## config.mk

```make
export PLATFORM = sky130hd
export DESIGN_NAME = banked_regfile
export DESIGN_NICKNAME = d
export VERILOG_FILES = /design/src/rtl/rf_pkg.sv /design/src/rtl/rf_ctrl.sv /design/src/rtl/rf_datapath.sv /design/src/rtl/banked_regfile.sv
export SDC_FILE = /design/constraint.sdc
export NUM_CORES = 1
export LEC_CHECK = 0
export BUFFER_PORTS_ARGS = -buffer_cell sky130_fd_sc_hd__buf_4
export CORE_MARGIN = 10
export CORE_UTILIZATION = 65
export CTS_CLUSTER_DIAMETER = 200
export CTS_CLUSTER_SIZE = 25
export DETAILED_ROUTE_END_ITERATION = 16
export GPL_TIMING_DRIVEN = 0
export HOLD_SLACK_MARGIN = 0.08
export PLACE_DENSITY_LB_ADDON = 0.08
export SLEW_MARGIN = 20
export SYNTH_ARGS = -nofsm -noshare
export SYNTH_HDL_FRONTEND = slang
export SYNTH_SLANG_ARGS = --single-unit
```

## constraint.sdc

```tcl
create_clock -name clk -period 3.9 [get_ports clk]
set_clock_uncertainty 0.05 [all_clocks]
set_input_delay 0.78 -clock clk [delete_from_list [all_inputs] [get_ports clk]]
set_output_delay 0.78 -clock clk [all_outputs]
set_load 0.1 [all_outputs]
```

## src/rtl/rf_pkg.sv

```systemverilog
package rf_pkg;
  localparam int NUM_BANKS = 2;
  localparam int NUM_DATA  = 4;
  localparam int NUM_ADDR  = 2;

  typedef enum logic [3:0] {
    SEL_D0  = 4'd0, SEL_D1 = 4'd1, SEL_D2 = 4'd2, SEL_D3 = 4'd3,
    SEL_A0  = 4'd4, SEL_A1 = 4'd5, SEL_FB = 4'd6, SEL_SP = 4'd7,
    SEL_SB  = 4'd8, SEL_FLG = 4'd9
  } regSel_e;

  typedef enum logic [1:0] {
    SZ_BLO = 2'd0, SZ_BHI = 2'd1, SZ_WORD = 2'd2, SZ_LONG = 2'd3
  } accSize_e;

  localparam int FLG_C    = 0;
  localparam int FLG_D    = 1;
  localparam int FLG_Z    = 2;
  localparam int FLG_S    = 3;
  localparam int FLG_BANK = 4;
  localparam int FLG_O    = 5;
  localparam int FLG_I    = 6;
  localparam int FLG_SPU  = 7;
  localparam logic [15:0] FLG_MASK = 16'h70FF;

  typedef struct packed {
    logic [NUM_DATA-1:0] dLo;
    logic [NUM_DATA-1:0] dHi;
    logic                byteHiSrc;
    logic                longWr;
    logic [NUM_ADDR-1:0] aWe;
    logic                fbWe;
    logic                uspWe;
    logic                ispWe;
    logic                sbWe;
    logic                flgWe;
    logic                flgUpd;
  } wrStrobe_t;

  function automatic logic accessOk(input logic [3:0] sel, input logic [1:0] size);
    logic ok;
    if (sel > 4'd9) ok = 1'b0;
    else if (size == 2'd2) ok = 1'b1;
    else ok = (sel <= 4'd1);
    return ok;
  endfunction
endpackage

```

## src/rtl/rf_ctrl.sv

```systemverilog
module rf_ctrl
  import rf_pkg::*;
(
  input  logic       wrEn,
  input  logic [3:0] wrSel,
  input  logic [1:0] wrSize,
  input  logic       flagUpdEn,
  input  logic       spUser,
  output wrStrobe_t  wrStb
);
  regSel_e  selE;
  accSize_e sizeE;
  logic     wrOk;

  assign selE  = regSel_e'(wrSel);
  assign sizeE = accSize_e'(wrSize);
  assign wrOk  = wrEn && accessOk(wrSel, wrSize);

  always_comb begin
    wrStb        = '0;
    wrStb.flgUpd = flagUpdEn;
    if (wrOk) begin
      case (selE)
        SEL_D0, SEL_D1, SEL_D2, SEL_D3: begin
          case (sizeE)
            SZ_BLO: wrStb.dLo[wrSel[1:0]] = 1'b1;
            SZ_BHI: begin
              wrStb.dHi[wrSel[1:0]] = 1'b1;
              wrStb.byteHiSrc       = 1'b1;
            end
            SZ_WORD: begin
              wrStb.dLo[wrSel[1:0]] = 1'b1;
              wrStb.dHi[wrSel[1:0]] = 1'b1;
            end
            SZ_LONG: begin
              wrStb.dLo[wrSel[1:0]]        = 1'b1;
              wrStb.dHi[wrSel[1:0]]        = 1'b1;
              wrStb.dLo[{1'b1, wrSel[0]}]  = 1'b1;
              wrStb.dHi[{1'b1, wrSel[0]}]  = 1'b1;
              wrStb.longWr                 = 1'b1;
            end
            default: ;
          endcase
        end
        SEL_A0:  wrStb.aWe[0] = 1'b1;
        SEL_A1:  wrStb.aWe[1] = 1'b1;
        SEL_FB:  wrStb.fbWe   = 1'b1;
        SEL_SP: begin
          wrStb.uspWe = spUser;
          wrStb.ispWe = !spUser;
        end
        SEL_SB:  wrStb.sbWe   = 1'b1;
        SEL_FLG: wrStb.flgWe  = 1'b1;
        default: ;
      endcase
    end
  end
endmodule

```

## src/rtl/rf_datapath.sv

```systemverilog
module rf_datapath
  import rf_pkg::*;
#(
  parameter int DATA_W = 16
) (
  input  logic                     clk,
  input  logic                     rst,
  input  wrStrobe_t                wrStb,
  input  logic [2*DATA_W-1:0]      wrData,
  input  logic [3:0]               flgBits,
  input  logic [1:0][3:0]          rdSel,
  input  logic [1:0][1:0]          rdSize,
  output logic [1:0][2*DATA_W-1:0] rdData,
  output logic [DATA_W-1:0]        flagQ
);
  localparam int BYTE_W = DATA_W / 2;
  localparam int LONG_W = 2 * DATA_W;
  localparam logic [DATA_W-1:0] FMASK = DATA_W'(FLG_MASK);

  logic [NUM_BANKS-1:0][NUM_DATA-1:0][DATA_W-1:0] dAll;
  logic [NUM_BANKS-1:0][NUM_ADDR-1:0][DATA_W-1:0] aAll;
  logic [NUM_BANKS-1:0][DATA_W-1:0]               fbAll;
  logic [NUM_DATA-1:0][DATA_W-1:0]                dCur;
  logic [NUM_ADDR-1:0][DATA_W-1:0]                aCur;
  logic [DATA_W-1:0] fbCur, uspQ, ispQ, sbQ, spCur;
  logic              bankSel;

  assign bankSel = flagQ[FLG_BANK];
  assign dCur    = dAll[bankSel];
  assign aCur    = aAll[bankSel];
  assign fbCur   = fbAll[bankSel];
  assign spCur   = flagQ[FLG_SPU] ? uspQ : ispQ;

  for (genvar b = 0; b < NUM_BANKS; b++) begin : g_bank
    logic here;
    assign here = (int'(bankSel) == b);

    for (genvar i = 0; i < NUM_DATA; i++) begin : g_data
      localparam bit UPPER = (i >= 2);
      logic [DATA_W-1:0] q, src;
      logic [BYTE_W-1:0] hiVal;
      assign src   = (UPPER && wrStb.longWr) ? wrData[LONG_W-1:DATA_W] : wrData[DATA_W-1:0];
      assign hiVal = wrStb.byteHiSrc ? wrData[BYTE_W-1:0] : src[DATA_W-1:BYTE_W];
      always_ff @(posedge clk) begin
        if (rst) q <= '0;
        else if (here) begin
          if (wrStb.dLo[i]) q[BYTE_W-1:0]      <= src[BYTE_W-1:0];
          if (wrStb.dHi[i]) q[DATA_W-1:BYTE_W] <= hiVal;
        end
      end
      assign dAll[b][i] = q;
    end

    for (genvar i = 0; i < NUM_ADDR; i++) begin : g_addr
      logic [DATA_W-1:0] q;
      always_ff @(posedge clk) begin
        if (rst) q <= '0;
        else if (here && wrStb.aWe[i]) q <= wrData[DATA_W-1:0];
      end
      assign aAll[b][i] = q;
    end

    logic [DATA_W-1:0] fbQ;
    always_ff @(posedge clk) begin
      if (rst) fbQ <= '0;
      else if (here && wrStb.fbWe) fbQ <= wrData[DATA_W-1:0];
    end
    assign fbAll[b] = fbQ;
  end

  always_ff @(posedge clk) begin
    if (rst) begin
      uspQ <= '0;
      ispQ <= '0;
      sbQ  <= '0;
    end else begin
      if (wrStb.uspWe) uspQ <= wrData[DATA_W-1:0];
      if (wrStb.ispWe) ispQ <= wrData[DATA_W-1:0];
      if (wrStb.sbWe)  sbQ  <= wrData[DATA_W-1:0];
    end
  end

  always_ff @(posedge clk) begin
    if (rst) flagQ <= '0;
    else if (wrStb.flgWe) flagQ <= wrData[DATA_W-1:0] & FMASK;
    else if (wrStb.flgUpd) begin
      flagQ[FLG_C] <= flgBits[0];
      flagQ[FLG_Z] <= flgBits[1];
      flagQ[FLG_S] <= flgBits[2];
      flagQ[FLG_O] <= flgBits[3];
    end
  end

  for (genvar p = 0; p < 2; p++) begin : g_rd
    regSel_e  selE;
    accSize_e sizeE;
    logic [DATA_W-1:0] word;
    assign selE  = regSel_e'(rdSel[p]);
    assign sizeE = accSize_e'(rdSize[p]);

    always_comb begin
      case (selE)
        SEL_D0, SEL_D1, SEL_D2, SEL_D3: word = dCur[rdSel[p][1:0]];
        SEL_A0:  word = aCur[0];
        SEL_A1:  word = aCur[1];
        SEL_FB:  word = fbCur;
        SEL_SP:  word = spCur;
        SEL_SB:  word = sbQ;
        SEL_FLG: word = flagQ;
        default: word = '0;
      endcase
    end

    always_comb begin
      rdData[p] = '0;
      if (accessOk(rdSel[p], rdSize[p])) begin
        case (sizeE)
          SZ_BLO:  rdData[p] = LONG_W'(word[BYTE_W-1:0]);
          SZ_BHI:  rdData[p] = LONG_W'(word[DATA_W-1:BYTE_W]);
          SZ_WORD: rdData[p] = LONG_W'(word);
          SZ_LONG: rdData[p] = {dCur[{1'b1, rdSel[p][0]}], word};
          default: rdData[p] = '0;
        endcase
      end
    end
  end
endmodule

```

## src/rtl/banked_regfile.sv

```systemverilog
module banked_regfile
  import rf_pkg::*;
#(
  parameter int DATA_W = 16
) (
  input  logic                clk,
  input  logic                rst,
  input  logic                wrEn,
  input  logic [3:0]          wrSel,
  input  logic [1:0]          wrSize,
  input  logic [2*DATA_W-1:0] wrData,
  input  logic                flagUpdEn,
  input  logic                flagCarry,
  input  logic                flagZero,
  input  logic                flagSign,
  input  logic                flagOvf,
  input  logic [3:0]          rdSelA,
  input  logic [1:0]          rdSizeA,
  output logic [2*DATA_W-1:0] rdDataA,
  input  logic [3:0]          rdSelB,
  input  logic [1:0]          rdSizeB,
  output logic [2*DATA_W-1:0] rdDataB
);
  wrStrobe_t                wrStb;
  logic [DATA_W-1:0]        flagQ;
  logic [1:0][2*DATA_W-1:0] rdBus;

  rf_ctrl u_ctrl (
    .wrEn      (wrEn),
    .wrSel     (wrSel),
    .wrSize    (wrSize),
    .flagUpdEn (flagUpdEn),
    .spUser    (flagQ[FLG_SPU]),
    .wrStb     (wrStb)
  );

  rf_datapath #(.DATA_W(DATA_W)) u_dp (
    .clk     (clk),
    .rst     (rst),
    .wrStb   (wrStb),
    .wrData  (wrData),
    .flgBits ({flagOvf, flagSign, flagZero, flagCarry}),
    .rdSel   ({rdSelB, rdSelA}),
    .rdSize  ({rdSizeB, rdSizeA}),
    .rdData  (rdBus),
    .flagQ   (flagQ)
  );

  assign rdDataA = rdBus[0];
  assign rdDataB = rdBus[1];
endmodule

```

==> summary.md, run 1 <==
| Metric | Value |
|---|---|
| Filler cell count | `1626` |
| Synth async-reset ratio | `0%` |
| Distinct cells, synth | `59` |
| YS warnings | `0` |
| Total Nets Final | `1762` |
| Failing checks | `setup timing` |
| Clock Root Buffer | `clkbuf_16` |
| Worst slew pin tran | `1160 ps` |
| Row count | `55` |
| Peak Freq | `255 MHz` |
| Syn Inst Count | `1565` |
| Endpoints failing setup | `3` |
| Port bufs | `105` |
| Vias in the first global route | `13802` |
| CP Capture Type | `output port` |
| Cell mode on critical path | `nor2_1` |
| Hold Crit Class | `reg -> reg` |
| Post-route design area | `approximately 17000 um^2` |
| Commonest register cell after synthesis | `dfxtp_1` |
| Leakage power | `6.27 nW` |
| Slew headroom | `22.1%` |
| Max-Cap Viols | `0` |
| Total negative slack | `-22.8 ps` |
| Critical path startpoint category | `input port` |
| DRC errors left | `0` |
| Syn_nets | `1628` |
| Power Dens Cells | `301 nW/um^2` |
| DR pass1 iterations | `8` |
| GR Util All Layers | `39.7%` |
| Drt initial violations | `~2700` |
| Total vias in the final route | `14366` |
| Layout area overhead | `15.1%` |
| Initial Utilization | `66.3%` |
| RSZ-0062 raised after global routing | `no` |
| Slowest stage delay, CP | `around 520 ps` |
| Synth Cell Area | `between 15000 and 20000 um^2` |
| Post-place setup slack | `-879 ps` |
| Clk buf depth | `3` |
| First-pass GRT wire length | `87100 um` |
| Max Slew Vio Count | `0` |
| Layout cell share with drive strength beyond 1 | `between 20% and 30%` |
| Total congestion overflow | `0` |
| Outcome | `complete, but fails checks` |
| Largest net degree at the start of global routing | `26` |
| Die height | `172 um` |
| # H-tree levels | `1` |
| Final ANT Viol Nets | `0` |
| Core area | `between 20000 and 25000 um^2` |
| Worst-skew pair later-pin latency | `510 ps` |
| Clock slew at reported path FFs | `110 ps` |
| Die W | `roughly 170 um` |
| Fin. Hold Viols | `0` |
| Die ar. | `29600 um^2` |
| Hold buffers post-CTS | `0` |
| WL/cell | `30.2 um` |
| Hold WS | `412 ps` |
| Clock sink count | `~280` |
| Post-synth EDFFs | `0` |
| Average cell area after synthesis | `9.59 um^2` |
| Maximum VDD drop | `between 0.0004 and 0.0005 V` |
| Post-synthesis sequential area ratio | `a little under two fifths` |
| Worst Setup Slack, final | `-14.7 ps` |
| Dpl hpwl | `roughly 45000 um` |
| Num CTS Buffers | `15` |
| TritonCTS clock tree | `done` |
| Synth Register Bits | `283` |
| Via density | `~7.2` |
| Post-DP Area | `16400 um^2` |
| Crit-path cells | `buf_4, clkbuf_2, or3b_2, nor2_1, a221o_1, nor2_1, o22ai_2, buf_6` |
| Worst Path Required | `3070 ps` |
| Fin crit period | `3910 ps` |
| Initial antenna violation count | `2` |
| Largest fanout on the critical path | `10` |
| Critical path's slowest cell | `or3b_2` |
| RePlAce Congestion | `1.02` |
| Num ports | `122` |
| Crit Path Class | `in -> out` |
| Worst path arrival time | `3080 ps` |
| Fin crit share | `100%` |
| Routed wire length | `60000 um` |
| Total power draw | `5.20 mW` |
==> layer usage <==
metal,GRT usage [%],up-vias,wire length (um)
li1,-,5980,-
met1,50.8,6823,21300
met2,59.4,1250,25700
met3,8.89,313,8160
met4,26.0,0,4870
met5,0,-,0
==> cell type report <==
class	instances	area [um^2]	share of cell area (%)
Antenna cell	3	7.51	0.0435
Timing Repair Buffer	119	950	5.50
Sequential cell	283	5670	32.8
Tap cell	285	357	2.07
Clock inverter	1	20.0	0.116
Inverter	8	30.0	0.174
Multi-Input combinational cell	1126	9040	52.3
Buffer	146	825	4.78
Clock buffer	15	375	2.17
==> sequential cells by signal (all words and copies together) (netlist names) <==
signal and cells:
u_dp.sbQ 16, u_dp.g_bank.fbQ 32, u_dp.ispQ 16, u_dp.g_bank.g_addr.q 64
u_dp.flagQ 11, u_dp.uspQ 16, u_dp.g_bank.g_data.q 128
==> cells in the mapped netlist, drive strengths merged (16+ instances only) <==
master / count / area share, %
a211oi: 49 / 2.6
nor2: 271 / 6.8
nor3: 38 / 1.5
and3: 21 / 0.88
nand2: 78 / 2.0
mux2: 18 / 1.4
mux2i: 243 / 16
nand3: 38 / 1.3
dfxtp: 283 / 38
a22o: 44 / 2.6
o221ai: 16 / 0.93
a21oi: 70 / 2.3
mux4: 64 / 9.6
buf: 65 / 2.6
clkbuf: 83 / 2.1
nor2b: 21 / 0.88
o22ai: 46 / 1.9
==> critical path: cells and delay by family <==
family                 cells  cell delay [ps]
AO/OA/AOI/OAI              2              520
AND/OR/NAND/NOR            3             1100
buffers and inverters      3              670
==> path summary, 6_finish.rpt <==
path	start	to	slack, ps	depth (start not counted)
max	rdSelA[3]	rdDataA[1]	-10	8
max reg2reg	u_dp.flagQ[4]	u_dp.g_bank[1].g_data[0].q[4]	1290	6
min reg2reg	u_dp.g_bank[1].fbQ[11]	u_dp.g_bank[1].fbQ[11]	410	2
min	u_dp.g_bank[1].fbQ[11]	u_dp.g_bank[1].fbQ[11]	410	2
==> kinds of logic after synthesis <==
kind of cell,Yosys count,share of synthesized area (%)
simple gates,514,16.5
compound gates,281,13.2
flops,283,37.8
mux,325,27.2
buf+inv,156,4.91
fa+ha+maj,6,0.492
==> power breakdown <==
part | internal [mW] | total [mW] | leakage, nW | switching (mW)
Clock | 0.712 | 1.73 | 0.195 | 1.02
Sequential | 2.90 | 2.92 | 2.28 | 0.0147
Combinational | 0.163 | 0.553 | 3.80 | 0.390
==> placed cells by master (no fill, tap or decap), drive strengths merged, types with 3 or more instances in the layout <==
cell,synthesis,layout
dfxtp,283,283
nor2,271,271
mux2i,243,243
buf,65,176
clkbuf,83,103
nand2,78,78
a21oi,70,70
mux4,64,64
a211oi,49,49
o22ai,46,46
a22o,44,44
nand3,38,38
nor3,38,38
and3,21,21
nor2b,21,21
mux2,18,18
o221ai,16,16
o21ai,15,15
a31oi,11,11
nor4,9,9
inv,8,9
o22a,7,7
nand2b,6,6
nor3b,6,6
a221o,5,5
ha,5,5
a2111oi,5,5
nand3b,4,4
nand4b,4,4
and2,4,4
a22oi,4,4
a211o,4,4
nor4b,4,4
diode,0,3
==> through the flow <==
step | instances | utilization [%]
4_1_cts | 1981 | 75.4
6_report | 1986 | 76.3
2_1_floorplan | 1565 | -
5_1_grt | 1985 | 76.2
3_3_place_gp | 1955 | 72.0
3_5_place_dp | 1959 | 72.3
==> repair_timing <==
action | in CTS | in global routing
setup buffers | 7 | 3
pin swaps | 5 | 4
hold endpoints to repair | 0 | 0
resized for setup | 71 | 45
endpoints found under the setup margin | 60 | 37
(Power assumes the default switching activity.)
==> run 2, diff against run 1 <==
- BUFFER_PORTS_ARGS: -buffer_cell sky130_fd_sc_hd__buf_4 -> default
- CORE_UTILIZATION: 65 -> 69
- DONT_BUFFER_PORTS: default -> 1
- HOLD_SLACK_MARGIN: 0.08 -> default
- SKIP_CTS_REPAIR_TIMING: default -> 1
==> run 2 against run 1 <==
  * The flow still finishes with violations (setup timing)
  * Critical path type unchanged
  * First-iteration DRC count is 12% lower
  * Utilization grew 2.9 points
  * Clock-buffer cell count stayed put
  * Non-clock buffer count fell by 96
  * Largest power group unchanged
==> summary.md, run 2 (synthesis results as in run 1) <==
| Metric | Value |
|---|---|
| Outcome | `complete, but fails checks` |
| Failing checks | `setup timing` |
| Sequential share of power | `56.3% (+0.2 points)` |
| Comb pwr share | `10.2% (-0.4 points)` |
| Num CTS Buffers | `15 (unchanged)` |
| DRC errors left | `0 (unchanged)` |
| Clock slew at reported path FFs | `110 ps (about the same)` |
| Total power draw | `5.18 mW (-0.38%)` |
| RePlAce Congestion | `1.06 (+4.0%)` |
| GRT Max-Usage Layer | `met2` |
| Core Util, Final | `79.2% (+2.9 points)` |
| Clock sink count | `283 (unchanged)` |
| Total Nets Final | `1666 (-5.4%)` |
| Most frequent cells in the layout | `283 x dfxtp_1, 250 x nor2_1, 239 x mux2i_1` |
| Power Dens Cells | `308 nW/um^2 (+2.4%)` |
| Post-route insts no fill | `1878 (-5.4%)` |
| Clock Root Buffer | `clkbuf_16` |
| WL/cell | `31.5 um (+4.2%)` |
| Row count | `53 (-3.6%)` |
| Largest fanout on the critical path | `10 (unchanged)` |
| Worst setup startpoint | `rdSelA[1]` |
| P_int | `3.76 mW (-0.35%)` |
| Worst Path Required | `3070 ps (about the same)` |
| Post-DP Area | `15700 um^2 (-4.1%)` |
| First-pass GRT wire length | `85200 um (-2.2%)` |
| Largest regs | `u_dp.g_bank.g_data.q: 128 flops, u_dp.g_bank.g_addr.q: 64 flops, u_dp.g_bank.fbQ: 32 flops` |
| Critical path startpoint category | `input port` |
| Max-Cap Viols | `0 (unchanged)` |
| Clk buf depth | `3 (unchanged)` |
| Die height | `167 um (-2.6%)` |
| Initial Utilization | `70.7% (+4.4 points)` |
| Reg with most FFs | `u_dp.g_bank.g_data.q` |
| Dpl hpwl | `43700 um (-2.4%)` |
| Worst Setup Slack, final | `-56.0 ps (-41.2 ps)` |
| Share of total power in the clock network | `33.5% (+0.2 points)` |
| CP Capture Type | `output port` |
| Worst-skew pair later-pin latency | `510 ps (about the same)` |
| Worst hold start | `u_dp.g_bank[0].fbQ[13]` |
| Crit Path Class | `in -> out` |
| Port bufs | `0 (-100%)` |
| Kind of cell adding the most delay to the critical path | `compound AO/OA/AOI/OAI gates` |
| Final ANT Viol Nets | `0 (unchanged)` |
| Total vias in the final route | `14134 (-1.6%)` |
| Fin. Hold Viols | `0 (unchanged)` |
| Crit-path cells | `buf_2, nand4bb_1, clkbuf_1, clkbuf_2, o22a_1, o21ai_0, a211oi_2, o22ai_4` |
| Total congestion overflow | `0 (unchanged)` |
| Post-route design area | `16800 um^2 (-2.7%)` |
| Placed cells | `1844 (-5.9%)` |
| TritonCTS clock tree | `done` |
| Max Slew Vio Count | `0 (unchanged)` |
| Routing usage on met1 | `49.1% (-1.7 points)` |
| Maximum VDD drop | `0.000429 V (+6.8%)` |
| Layout area overhead | `12.0%` |
| Diode count | `0 (-3)` |
| Max reg flops | `128 (unchanged)` |
| Met3 Use GR | `12.7% (+3.8 points)` |
| Drt initial violations | `2335 (-12%)` |
| GR Util All Layers | `39.4% (-0.32 points)` |
| Fin crit share | `101% (+1.1 points)` |
| Peak Freq | `253 MHz (-1.0%)` |
| Hold Crit Class | `reg -> reg` |
| P_sw | `1.42 mW (-0.45%)` |
| Switching portion of total power | `27.3% (about the same)` |
| Slowest stage delay, CP | `460 ps (-60 ps)` |
| Worst slew pin tran | `1250 ps (+82.9 ps)` |
| Crit Reg-Reg Startpoint | `u_dp.flagQ[4]` |
| Routed wire length | `59100 um (-1.5%)` |
| Leakage power | `5.78 nW (-7.9%)` |
| Most common cell after layout, fill and taps aside | `dfxtp_1` |
| Die ar. | `28000 um^2 (-5.1%)` |
| Vias in the first global route | `13256 (-4.0%)` |
| Core area | `21200 um^2 (-6.3%)` |
| DR pass1 iterations | `8 (unchanged)` |
| Via density | `7.53 (+4.0%)` |
| Slew headroom | `16.6% (-5.5 points)` |
| Endpoints failing setup | `4 (+1)` |
| Fin crit period | `3960 ps (+41.2 ps)` |
| Num ports | `122 (unchanged)` |
| Critical path's slowest cell | `a211oi_2` |
| Largest net degree at the start of global routing | `26 (unchanged)` |
| # H-tree levels | `1 (unchanged)` |
| Initial antenna violation count | `0 (-2)` |
| Met2 usage | `58.9% (-0.48 points)` |
| Die W | `167 um (-2.6%)` |
| Worst path bufs/invs | `3 (unchanged)` |
| Worst path arrival time | `3130 ps (+50 ps)` |
| Layout cell share with drive strength beyond 1 | `20.0% (-3.6 points)` |
## run 2: layout make-up
cell class,instances,area [um^2]
Multi-Input combinational cell,1126,9370
Sequential cell,283,5670
Fill cell,1445,4420
Buffer,147,810
Clock buffer,15,375
Tap cell,275,344
Timing Repair Buffer,22,180
Inverter,8,30.0
Clock inverter,2,28.8
## run 2: tightest hold or removal path, stage by stage, from the launching register on
cell and delay (ps):
dfxtp_1 330, nand2_1 50, a21oi_1 50
## run 2: worst paths after layout
check | to | slack (ps) | cells past startpoint
min reg2reg | u_dp.g_bank[0].fbQ[13] | 410 | 2
min | u_dp.g_bank[0].fbQ[13] | 410 | 2
max reg2reg | u_dp.g_bank[0].g_data[0].q[7] | 930 | 7
max | rdDataA[1] | -60 | 8
## run 2: per-layer routing
layer	part of all wire [%]	wire length, um	vias to the layer above
met5	0	0	-
met4	7.8	4590	0
met3	15	8840	320
met2	43	25300	1316
met1	34	20400	6714
li1	-	-	5784
## run 2: power groups by stage
stage,registers (mW),clock network (mW),logic (mW)
2_1_floorplan,2.97,0,0.304
3_3_place_gp,2.98,0,0.441
3_5_place_dp,2.98,0,0.459
4_1_cts,2.91,1.69,0.461
5_1_grt,2.92,1.78,0.538
6_report,2.92,1.74,0.527
## run 2: metrics by stage
| stage | setup slack [ps] | hold WS (ps) | setup TNS [ps] |
|---|---|---|---|
| floorplan | -523 | 386 | -2840 |
| global placement | -1650 | 391 | -49760 |
| detailed placement | -744 | 397 | -23710 |
| CTS | -1130 | 411 | -32080 |
| global route | -46.2 | 427 | -123 |
| finish | -56.0 | 414 | -95.6 |
